===== src/rtl/tw_pkg.sv =====
package tw_pkg;
    localparam int TW_NDIM   = 4;
    localparam int TW_IDX_W  = 4;
    localparam int TW_STR_W  = 12;
    localparam int TW_ADDR_W = 16;

    typedef enum logic [1:0] {
        WS_IDLE,
        WS_PREP,
        WS_STREAM
    } walk_state_e;
endpackage


===== src/rtl/tw_index_chain.sv =====
module tw_index_chain #(
    parameter int NDIM  = 4,
    parameter int IDX_W = 4
) (
    input  logic                       clk,
    input  logic                       rst_n,
    input  logic                       clear,
    input  logic                       step,
    input  logic [NDIM-1:0][IDX_W-1:0] ext_m1,
    output logic [NDIM-1:0][IDX_W-1:0] idx,
    output logic [NDIM-1:0]            sel,
    output logic                       all_max
);
    logic [NDIM:0]   inner_full;
    logic [NDIM-1:0] at_max;

    assign inner_full[0] = 1'b1;

    for (genvar d = 0; d < NDIM; d++) begin : g_dim
        logic [IDX_W-1:0] cnt_q;

        assign at_max[d]       = (cnt_q == ext_m1[d]);
        assign inner_full[d+1] = inner_full[d] & at_max[d];
        assign sel[d]          = inner_full[d] & ~at_max[d];
        assign idx[d]          = cnt_q;

        always_ff @(posedge clk or negedge rst_n) begin
            if (!rst_n) begin
                cnt_q <= '0;
            end else if (clear) begin
                cnt_q <= '0;
            end else if (step && inner_full[d]) begin
                cnt_q <= at_max[d] ? '0 : cnt_q + 1'b1;
            end
        end
    end

    assign all_max = inner_full[NDIM];

    // a step that is not the terminal one must move the index vector
    p_step_advances_r2: assert property (@(posedge clk) disable iff (!rst_n)
        (step && !clear && !all_max) |=> (idx != $past(idx)));

    // a clear always returns every counter to zero
    p_clear_zero_r2: assert property (@(posedge clk) disable iff (!rst_n)
        clear |=> (idx == '0));
endmodule


===== src/rtl/tw_jump_table.sv =====
module tw_jump_table #(
    parameter int NDIM   = 4,
    parameter int IDX_W  = 4,
    parameter int STR_W  = 12,
    parameter int ADDR_W = 16
) (
    input  logic                        clk,
    input  logic                        rst_n,
    input  logic                        load,
    input  logic [NDIM-1:0][IDX_W-1:0]  ext_m1,
    input  logic [NDIM-1:0][STR_W-1:0]  stride,
    output logic [NDIM-1:0][ADDR_W-1:0] jump
);
    logic [NDIM:0][ADDR_W-1:0]   rewind;
    logic [NDIM-1:0][ADDR_W-1:0] span;
    logic [NDIM-1:0][ADDR_W-1:0] jump_d;

    assign rewind[0] = '0;

    for (genvar d = 0; d < NDIM; d++) begin : g_span
        assign span[d]       = ADDR_W'(ext_m1[d]) * ADDR_W'(stride[d]);
        assign rewind[d+1]   = rewind[d] + span[d];
        assign jump_d[d]     = ADDR_W'(stride[d]) - rewind[d];
    end

    always_ff @(posedge clk or negedge rst_n) begin
        if (!rst_n) begin
            jump <= '0;
        end else if (load) begin
            jump <= jump_d;
        end
    end

    // the innermost step is the plain innermost stride
    p_inner_jump_r1: assert property (@(posedge clk) disable iff (!rst_n)
        load |=> (jump[0] == ADDR_W'($past(stride[0]))));
endmodule


===== src/rtl/tw_addr_acc.sv =====
module tw_addr_acc #(
    parameter int NDIM   = 4,
    parameter int ADDR_W = 16
) (
    input  logic                        clk,
    input  logic                        rst_n,
    input  logic                        init,
    input  logic [ADDR_W-1:0]           base,
    input  logic                        step,
    input  logic [NDIM-1:0]             sel,
    input  logic [NDIM-1:0][ADDR_W-1:0] jump,
    output logic [ADDR_W-1:0]           addr
);
    logic [ADDR_W-1:0] addend;

    always_comb begin
        addend = '0;
        for (int d = 0; d < NDIM; d++) begin
            if (sel[d]) begin
                addend = addend | jump[d];
            end
        end
    end

    always_ff @(posedge clk or negedge rst_n) begin
        if (!rst_n) begin
            addr <= '0;
        end else if (init) begin
            addr <= base;
        end else if (step) begin
            addr <= addr + addend;
        end
    end

    // initialisation places the walk at the captured base
    p_init_base_r6: assert property (@(posedge clk) disable iff (!rst_n)
        init |=> (addr == $past(base)));

    // at most one dimension receives the carry on any beat
    p_single_carry_r2: assert property (@(posedge clk) disable iff (!rst_n)
        step |-> $onehot0(sel));
endmodule


===== src/rtl/tile_addr_walker.sv =====
module tile_addr_walker
    import tw_pkg::*;
#(
    parameter int NDIM   = TW_NDIM,
    parameter int IDX_W  = TW_IDX_W,
    parameter int STR_W  = TW_STR_W,
    parameter int ADDR_W = TW_ADDR_W
) (
    input  logic                    clk,
    input  logic                    rst_n,
    input  logic                    start_i,
    input  logic [NDIM*IDX_W-1:0]   ext_m1_i,
    input  logic [NDIM*STR_W-1:0]   stride_i,
    input  logic [ADDR_W-1:0]       base_i,
    input  logic                    ready_i,
    output logic                    valid_o,
    output logic [ADDR_W-1:0]       addr_o,
    output logic [NDIM*IDX_W-1:0]   idx_o,
    output logic                    last_o
);
    walk_state_e state_q, state_d;

    logic [NDIM-1:0][IDX_W-1:0]  ext_q;
    logic [NDIM-1:0][STR_W-1:0]  stride_q;
    logic [ADDR_W-1:0]           base_q;

    logic                        cfg_latch;
    logic                        prep;
    logic                        offer;
    logic                        fire;
    logic                        at_last;
    logic [NDIM-1:0]             carry_sel;
    logic [NDIM-1:0][IDX_W-1:0]  idx_vec;
    logic [NDIM-1:0][ADDR_W-1:0] jump;
    logic [ADDR_W-1:0]           addr_acc;

    // State register
    always_ff @(posedge clk or negedge rst_n) begin
        if (!rst_n) begin
            state_q <= WS_IDLE;
        end else begin
            state_q <= state_d;
        end
    end

    // Next state
    always_comb begin
        state_d = state_q;
        unique case (state_q)
            WS_IDLE:   if (start_i) state_d = WS_PREP;
            WS_PREP:   state_d = WS_STREAM;
            WS_STREAM: if (ready_i && at_last) state_d = WS_IDLE;
            default:   state_d = WS_IDLE;
        endcase
    end

    // State outputs
    always_comb begin
        cfg_latch = 1'b0;
        prep      = 1'b0;
        offer     = 1'b0;
        unique case (state_q)
            WS_IDLE:   cfg_latch = start_i;
            WS_PREP:   prep      = 1'b1;
            WS_STREAM: offer     = 1'b1;
            default:   offer     = 1'b0;
        endcase
    end

    always_ff @(posedge clk or negedge rst_n) begin
        if (!rst_n) begin
            ext_q    <= '0;
            stride_q <= '0;
            base_q   <= '0;
        end else if (cfg_latch) begin
            ext_q    <= ext_m1_i;
            stride_q <= stride_i;
            base_q   <= base_i;
        end
    end

    assign fire = offer & ready_i;

    tw_index_chain #(
        .NDIM  (NDIM),
        .IDX_W (IDX_W)
    ) i_chain (
        .clk     (clk),
        .rst_n   (rst_n),
        .clear   (prep),
        .step    (fire),
        .ext_m1  (ext_q),
        .idx     (idx_vec),
        .sel     (carry_sel),
        .all_max (at_last)
    );

    tw_jump_table #(
        .NDIM   (NDIM),
        .IDX_W  (IDX_W),
        .STR_W  (STR_W),
        .ADDR_W (ADDR_W)
    ) i_jumps (
        .clk    (clk),
        .rst_n  (rst_n),
        .load   (prep),
        .ext_m1 (ext_q),
        .stride (stride_q),
        .jump   (jump)
    );

    tw_addr_acc #(
        .NDIM   (NDIM),
        .ADDR_W (ADDR_W)
    ) i_acc (
        .clk   (clk),
        .rst_n (rst_n),
        .init  (prep),
        .base  (base_q),
        .step  (fire),
        .sel   (carry_sel),
        .jump  (jump),
        .addr  (addr_acc)
    );

    assign valid_o = offer;
    assign addr_o  = addr_acc;
    assign idx_o   = idx_vec;
    assign last_o  = offer & at_last;

    // a stalled offer holds every output
    p_hold_stall_r4: assert property (@(posedge clk) disable iff (!rst_n)
        (valid_o && !ready_i) |=> (valid_o && $stable(addr_o) && $stable(idx_o) && $stable(last_o)));

    // an accepted final element ends the offer
    p_drop_after_last_r5: assert property (@(posedge clk) disable iff (!rst_n)
        (valid_o && ready_i && last_o) |=> !valid_o);

    // start in IDLE gives one quiet cycle, then the first offer
    p_start_latency_r6: assert property (@(posedge clk) disable iff (!rst_n)
        (state_q == WS_IDLE && start_i) |=> (!valid_o ##1 valid_o));

    // first offered element sits at base and index zero
    p_first_at_base_r1: assert property (@(posedge clk) disable iff (!rst_n)
        $rose(valid_o) |-> (addr_o == base_q && idx_o == '0));

    for (genvar d = 0; d < NDIM; d++) begin : g_range
        // no index ever exceeds its dimension's last value
        p_idx_range_r2: assert property (@(posedge clk) disable iff (!rst_n)
            valid_o |-> (idx_vec[d] <= ext_q[d]));
    end
endmodule


===== config.mk =====
export PLATFORM = sky130hd
export DESIGN_NAME = tile_addr_walker
export DESIGN_NICKNAME = d
export VERILOG_FILES = /design/src/rtl/tw_pkg.sv /design/src/rtl/tw_index_chain.sv /design/src/rtl/tw_jump_table.sv /design/src/rtl/tw_addr_acc.sv /design/src/rtl/tile_addr_walker.sv
export SDC_FILE = /design/constraint.sdc
export NUM_CORES = 1
export LEC_CHECK = 0
export BUFFER_PORTS_ARGS = -buffer_cell sky130_fd_sc_hd__buf_4
export CAP_MARGIN = 20
export CORE_ASPECT_RATIO = 0.7
export CORE_MARGIN = 4
export CORE_UTILIZATION = 62
export DETAILED_ROUTE_END_ITERATION = 8
export PLACE_DENSITY = 0.86
export SLEW_MARGIN = 20
export SYNTH_ARGS = -nofsm -noshare
export SYNTH_HDL_FRONTEND = slang
export SYNTH_SLANG_ARGS = --single-unit

===== constraint.sdc =====
create_clock -name clk -period 9.9 [get_ports clk]
set_clock_uncertainty 0.05 [all_clocks]
set_input_delay 0.495 -clock clk [delete_from_list [all_inputs] [get_ports clk]]
set_output_delay 0.495 -clock clk [all_outputs]
set_load 0.005 [all_outputs]

==> results of run 1 <==
-- worst max-delay path, delay by kind of cell (launching register included) --
family	cells	cell delay, ps
adder cells (fa/ha/maj)	9	3820
AO/OA/AOI/OAI	11	2260
AND/OR/NAND/NOR	5	1050
XOR/XNOR	3	880
flip-flops	1	600
buffers and inverters	4	290
-- per-stage QoR --
stage | utilization [%] | instances | hold slack, ps | setup slack [ps] | cell area (sq um)
6_report | 70.56 | 1921 | 112.3 | 881.9 | 16000
5_1_grt | 70.56 | 1921 | 174.1 | 375.1 | 16000
4_1_cts | 70.50 | 1920 | 158.7 | 926.4 | 15990
3_5_place_dp | 68.09 | 1889 | 414.2 | 983.2 | 15440
3_3_place_gp | 68.09 | 1889 | 408.6 | 1224 | 15440
2_1_floorplan | - | 1504 | 149.4 | 1772 | 14300
-- per-layer routing --
layer  routed length (um)  vias up  global-route usage, %
li1                     -     5275                      -
met1                16020     5592                  42.20
met2                15650      485                  42.64
met3                 3014       52                  6.899
met4                  538        0                  5.622
met5                    0        -                      0
-- cell type report --
class | instances | area (sq um) | area share, %
inverters | 158 | 593.1 | 3.707
multi-input cells | 1122 | 9178 | 57.36
well taps | 312 | 390.4 | 2.440
clock inverters | 12 | 103.9 | 0.6491
repair buffers | 124 | 938.4 | 5.865
flip-flops and latches | 174 | 4354 | 27.21
clock buffers | 19 | 442.9 | 2.768
-- sequential cells by signal, indices dropped and copies added, names as in the netlist --
name and flops:
i_acc.addr 16, ext_q 16, i_jumps.jump 60, base_q 16, i_chain.g_dim.cnt_q 16, state_q 2
stride_q 48
-- cells in the mapped netlist, types with 8 or more instances --
master / instances
nand2_1: 217
dfrtp_1: 174
inv_1: 157
ha_1: 108
fa_1: 99
o21ai_0: 82
mux2_2: 79
and2_1: 69
nor2_1: 57
a21oi_1: 51
xnor2_1: 50
xor2_1: 46
clkbuf_1: 44
a22oi_1: 26
a21o_1: 24
nand3_1: 20
nor3_1: 20
a221o_1: 13
nand2b_1: 12
nor2b_1: 12
a211oi_1: 9
o21a_1: 9
o21ai_1: 9
and3_1: 8
-- how the worst max path moves through the flow --
stage                        start          endpoint  slack, ps  cells past startpoint
after floorplan           ext_q[1]  i_jumps.jump[63]       1770                     33
after global placement    ext_q[1]  i_jumps.jump[63]       1220                     32
after detailed placement  ext_q[1]  i_jumps.jump[63]        980                     32
after CTS                 ext_q[1]  i_jumps.jump[63]        930                     32
after global routing      ext_q[1]  i_jumps.jump[63]        380                     32
final                     ext_q[1]  i_jumps.jump[63]        880                     32
-- logic make-up (layout without fill, tap and decap cells) --
| logic type | after synthesis | after routing | synth area share (%) |
|---|---|---|---|
| and+or+nand+nor | 451 | 451 | 14.89 |
| AOI/OAI and AO/OA | 282 | 282 | 13.18 |
| adders and majority gates | 211 | 211 | 23.61 |
| buffers and inverters | 208 | 313 | 5.485 |
| DFF | 174 | 174 | 30.44 |
| xor gates and xnor gates | 97 | 97 | 6.036 |
| muxes | 81 | 81 | 6.359 |
==> flow_metrics.tcl, run 1 <==
set metrics [dict create \
    drc 0 \
    routed_wl_mm 35.22 \
    vias 11400 \
    antenna_found_initial 0 \
    synth_top_area_share_pct 30.44 \
    postCtsHoldBufs 0 \
    rr_startpoint "ext_q[1]" \
    critPathCaptureType "flip-flop" \
    worst_slew_pin_slew_ps 974.0 \
    drtIter0Drc 1078 \
    synthCells 1504 \
    dieArea_sq_mm 0.02560 \
    rr_endpoint "i_jumps.jump[63]" \
    clk_latency_ps 460 \
    grt_pass1_vias 11020 \
    yosys_warnings 0 \
    syn_nets 1795 \
    drive_above_1_share_pct 15.85 \
    drv_slew 0 \
    rrSetupSlack_ps 880 \
    crit_path_top_delay_cell "dfrtp_1" \
    cts_tree "built" \
    start_util_pct 63.08 \
    cts_resized 0 \
    post-route-period-util_pct 91.09 \
    synth_top_area_cell "dfrtp_1" \
    synthesis.area_sq_mm 0.01430 \
    ys_seq_elements 174 \
    required_ps 10220 \
    cts_num_sinks 174 \
    ys_seq_area_share_pct 30.44 \
    startpoint_type "flip-flop" \
    track_usage_pct 28.25 \
    setup_tns_ps 0 \
    hold_viol 0 \
    yosysUniqueCellTypes 76 \
    grt_overflow_total 0 \
    clockRootBuffer "clkbuf_16" \
    rows 46 \
    setup_violations 0 \
    cp_common_cell "fa_1" \
    async_reset_ff_share_pct 100.0 \
    gp_congestion 0.9264 \
    cp.arrival_ps 9340 \
    mostFrequentLayoutCells "nand2_1, dfrtp_1, inv_1, buf_4, ha_1" \
    reg2reg_depth 32 \
    first_pass_iters 7 \
    layout_min_cycle_time_ps 9018 \
    clock_path_buffers 2 \
    postRouteAntennaNets 0 \
    crit_path_max_incr_delay_ps 600 \
    cap_violations 0 \
    dp_hpwl_mm 27.05 \
    io_pins 118 \
    rsz0062_at_grt "false" \
    clk_pin_slew_ps 70 \
    synthTopCellsByArea "dfrtp_1, fa_1, ha_1" \
    core_area_sq_mm 0.02268 \
    io_buffers 117 \
    max-slew-margin-rel_pct 35.07 \
    synth_ff_type "dfrtp_1" \
    syn_avg_cell_area_sq_um 9.510 \
    antenna_cells 0 \
    fill_cells 1717 \
    grt_max_degree 109 \
    area_growth_pct 11.86 \
    postCtsSetupBuffers 0 \
    cp_max_fo 14 \
    status "finished, final reports clean" \
    grt_pass1_wl_mm 57.68 \
    cts_buffers 17 \
    die_y_um 135.1 \
    viasPerCell 5.936 \
    synth_edf_count 0 \
    routedWlPerCell_um 18.33 \
    num-nets-final 1888 \
    crit_type "reg2reg" \
    final_common_cell "nand2_1" \
    fmax_mhz 110.9 \
    die_w_um 189.5 \
    htree_levels 4 \
    hp-class "in2async" \
]
Power of run 1 is left out: the tool's default activity adds up to more than one toggle a clock period on the data nets, which glitch-free logic cannot reach.
==> inputs of run 2 (changes only) <==
--- a/config.mk
+++ b/config.mk
@@ -9,9 +9,10 @@
 export CAP_MARGIN = 20
 export CORE_ASPECT_RATIO = 0.7
 export CORE_MARGIN = 4
-export CORE_UTILIZATION = 62
+export CORE_UTILIZATION = 60
 export DETAILED_ROUTE_END_ITERATION = 8
-export PLACE_DENSITY = 0.86
+export MAX_ROUTING_LAYER = met4
+export PLACE_DENSITY = 0.84
 export SLEW_MARGIN = 20
 export SYNTH_ARGS = -nofsm -noshare
 export SYNTH_HDL_FRONTEND = slang
==> flow_metrics.tcl, run 2 (synthesis results as in run 1) <==
set metrics [dict create \
    status "finished, final reports clean" \
    crit_buf_inv 4 \
    setup_violations 0 \
    io_buffers 117 \
    dp_hpwl_mm 27.78 \
    rows 46 \
    cp_max_fo 14 \
    rrSetupSlack_ps 850 \
    grt_overflow_total 0 \
    clock_path_buffers 2 \
    drv_slew 0 \
    postCtsHoldBufs 0 \
    rsz0062_at_grt "false" \
    placed_cells_incl_taps 1889 \
    reg_top3 "i_jumps.jump x60, stride_q x48" \
    critPathCaptureType "flip-flop" \
    final_common_cell "nand2_1" \
    drive_above_1_share_pct 15.91 \
    cts_num_sinks 174 \
    cp.arrival_ps 9360 \
    crit_type "reg2reg" \
    register_area_sq_mm 0.004354 \
    grt_pass1_wl_mm 58.71 \
    antenna_found_initial 0 \
    layout_min_cycle_time_ps 9046 \
    crit_path_top_delay_cell "dfrtp_1" \
    multiInputGateArea_sq_mm 0.009178 \
    setup_ws_ps 854.5 \
    postRouteAntennaNets 0 \
    antenna_cells 0 \
    core_area_sq_mm 0.02302 \
    pre_cts_ws_ps 994.1 \
    largest_reg_flops 60 \
    mostFrequentLayoutCells "nand2_1, dfrtp_1, inv_1, buf_4, ha_1" \
    regMostFlops "i_jumps.jump" \
    io_pins 118 \
    cp-endpoint "i_jumps.jump[63]" \
    rr_endpoint "i_jumps.jump[63]" \
    track_usage_pct 29.00 \
    hold_slack_ps 108.2 \
    grt_pass1_vias 11200 \
    drc 0 \
    cap_violations 0 \
    cts_resized 0 \
    fill_cells 1768 \
    max-slew-margin-rel_pct 31.34 \
    routed_wl_mm 35.56 \
    dieArea_sq_mm 0.02641 \
    vias 11260 \
    cp_common_cell "fa_1" \
    num-nets-final 1887 \
    routedWlPerCell_um 18.51 \
    rr_startpoint "ext_q[1]" \
    setup_tns_ps 0 \
    first_pass_iters 5 \
    worst-path-stages 32 \
    area_growth_pct 12.18 \
    hold_viol 0 \
    cts_tree "built" \
    die_w_um 192.5 \
    layoutNonFillerInstCount 1921 \
    worst_slew_pin_slew_ps 1027 \
    gp_congestion 0.9309 \
    startpoint_type "flip-flop" \
    drtIter0Drc 904 \
    crit_start "ext_q[1]" \
    post-route-period-util_pct 91.37 \
    crit_path_max_incr_delay_ps 600 \
    required_ps 10210 \
    clockRootBuffer "clkbuf_16" \
    crit_family "adder cells" \
    clk_latency_ps 450 \
    start_util_pct 62.13 \
    fmax_mhz 110.6 \
    cts_buffers 17 \
    grt_max_degree 109 \
    die_y_um 137.2 \
    postCtsSetupBuffers 0 \
    clk_pin_slew_ps 80 \
    viasPerCell 5.861 \
    htree_levels 4 \
    reg2reg_depth 32 \
    hp-class "in2async" \
]
-- run 2: cell types whose count changed in the layout (fill, tap and decap cells not counted) --
| cell | previous run | this run |
|---|---|---|
| buf_6 | 2 | 1 |
| bufinv_16 | 0 | 1 |
| clkbuf_1 | 1 | 0 |
| clkbuf_8 | 1 | 2 |
| clkinv_2 | 2 | 0 |
| clkinv_8 | 1 | 2 |
| clkinvlp_4 | 3 | 4 |
| inv_6 | 5 | 4 |
| inv_8 | 1 | 2 |
-- run 2: how the worst min path moves through the flow --
stage	end	slack [ps]	cells after the start
final	base_q[9]	110	1
after CTS	base_q[11]	150	1
after global routing	base_q[11]	190	1
after detailed placement	i_jumps.jump[24]	410	2
after floorplan	base_q[0]	150	0
after global placement	i_jumps.jump[24]	410	2
-- run 2: per-layer routing --
layer	global-route usage, %	routed length [um]
met2	43.24	15970
met5	-	0
met4	6.215	548
met3	5.015	2583
met1	42.32	16460
-- run 2: cell type report --
type                    instances  area share, %
clock buffers                  19          2.823
clock inverters                13         0.9357
inverters                     158          3.696
multi-input cells            1122          57.20
flip-flops and latches        174          27.14
well taps                     312          2.433
repair buffers                123          5.778
-- run 2: per-stage QoR --
step                      util [%]  area, sq um
after global placement       67.07        15440
after global routing         69.70        16050
after CTS                    69.68        16040
after floorplan                  -        14300
after detailed placement     67.07        15440
final                        69.70        16050
Power of run 2 is left out for the same reason.
==> inputs of run 3 (changes only) <==
--- a/config.mk
+++ b/config.mk
@@ -13,6 +13,7 @@
 export DETAILED_ROUTE_END_ITERATION = 8
 export MAX_ROUTING_LAYER = met4
 export PLACE_DENSITY = 0.84
+export REMOVE_ABC_BUFFERS = 1
 export SLEW_MARGIN = 20
 export SYNTH_ARGS = -nofsm -noshare
 export SYNTH_HDL_FRONTEND = slang
==> flow_metrics.tcl, run 3 (synthesis results as in run 1) <==
set metrics [dict create \
    status "finished, final reports clean" \
    crit_start "ext_q[1]" \
    rows 46 \
    cap_violations 0 \
    first_pass_iters 6 \
    dp_hpwl_mm 27.61 \
    rr_startpoint "ext_q[1]" \
    clk_latency_ps 460 \
    setup_tns_ps 0 \
    startpoint_type "flip-flop" \
    critPathCaptureType "flip-flop" \
    viasPerCell 5.851 \
    gp_congestion 0.9398 \
    vias 11250 \
    core_area_sq_mm 0.02302 \
    placed_cell_area_sq_mm 0.01545 \
    setup_ws_ps 921.0 \
    io_buffers 117 \
    layout_min_cycle_time_ps 8979 \
    crit_path_top_delay_cell "dfrtp_1" \
    post-route-period-util_pct 90.70 \
    regMostFlops "i_jumps.jump" \
    pre_cts_ws_ps 1023 \
    setup_violations 0 \
    track_usage_pct 28.71 \
    cts_num_sinks 174 \
    area_growth_pct 12.38 \
    postCtsSetupBuffers 0 \
    htree_levels 4 \
    placed_cells_incl_taps 1890 \
    grt_pass1_wl_mm 57.84 \
    clockRootBuffer "clkbuf_16" \
    drc 0 \
    grt_overflow_total 0 \
    cp_common_cell "fa_1" \
    drive_above_1_share_pct 15.96 \
    reg_top3 "i_jumps.jump x60, stride_q x48" \
    start_util_pct 62.13 \
    final_common_cell "nand2_1" \
    drtIter0Drc 867 \
    dieArea_sq_mm 0.02641 \
    postRouteAntennaNets 0 \
    clk_pin_slew_ps 80 \
    io_pins 118 \
    layoutNonFillerInstCount 1922 \
    largest_reg_flops 60 \
    fill_cells 1793 \
    crit_type "reg2reg" \
    cts_resized 0 \
    clock_path_buffers 2 \
    antenna_found_initial 0 \
    antenna_cells 0 \
    fmax_mhz 111.4 \
    drv_slew 0 \
    worst_slew_pin_slew_ps 1007 \
    cts_tree "built" \
    design_area_sq_mm 0.01607 \
    grt_max_degree 110 \
    max-slew-margin-rel_pct 32.87 \
    die_y_um 137.2 \
    hold_viol 0 \
    mostFrequentLayoutCells "nand2_1, dfrtp_1, inv_1, buf_4, ha_1" \
    crit_path_max_incr_delay_ps 600 \
    die_w_um 192.5 \
    routed_wl_mm 35.33 \
    hp-class "in2async" \
    cp_max_fo 14 \
    num-nets-final 1888 \
    rsz0062_at_grt "false" \
    cts_buffers 17 \
    cp.arrival_ps 9300 \
    required_ps 10220 \
    grt_pass1_vias 10970 \
    routedWlPerCell_um 18.38 \
    postCtsHoldBufs 0 \
]
-- run 3: critical path, delay by kind of cell, from the launching register on --
kind	cells	cell delay, ps
AOI/OAI and AO/OA	11	2260
and+or+nand+nor	5	1080
adders and majority gates	9	3760
xor gates and xnor gates	3	850
DFF	1	600
buffers and inverters	4	270
-- run 3: final timing paths --
check / end / slack [ps] / cells past startpoint
setup / recovery: i_jumps.jump[63] / 920 / 32
hold / removal: base_q[0] / 80 / 1
setup reg to reg: i_jumps.jump[63] / 920 / 32
hold reg to reg: i_jumps.jump[24] / 430 / 2
max in group asynchronous: i_jumps.jump[31] / 8230 / 2
min in group clk: stride_q[24] / 210 / 3
-- run 3: per-layer routing --
metal | up-vias | global-route usage [%] | wire length [um]
met2 | 370 | 42.16 | 15710
met3 | 44 | 4.585 | 2291
met4 | 0 | 6.651 | 561
li1 | 5269 | - | -
met1 | 5563 | 42.44 | 16770
met5 | - | - | 0
-- run 3: through the flow --
stage                     hold WS [ps]  util (%)
after floorplan                  149.4         -
after global placement           403.1     67.10
after detailed placement         415.8     67.10
after CTS                        136.1     69.81
after global routing             148.9     69.82
final                            78.88     69.82
-- run 3: layout make-up --
type	count	area, sq um	share of cell area (%)
Inverter	158	593.1	3.690
Timing Repair Buffer	124	934.6	5.815
Multi-Input combinational cell	1122	9178	57.09
Clock inverter	13	171.4	1.066
Tap cell	312	390.4	2.429
Clock buffer	19	452.9	2.818
Sequential cell	174	4354	27.09
Power of run 3 is left out for the same reason.
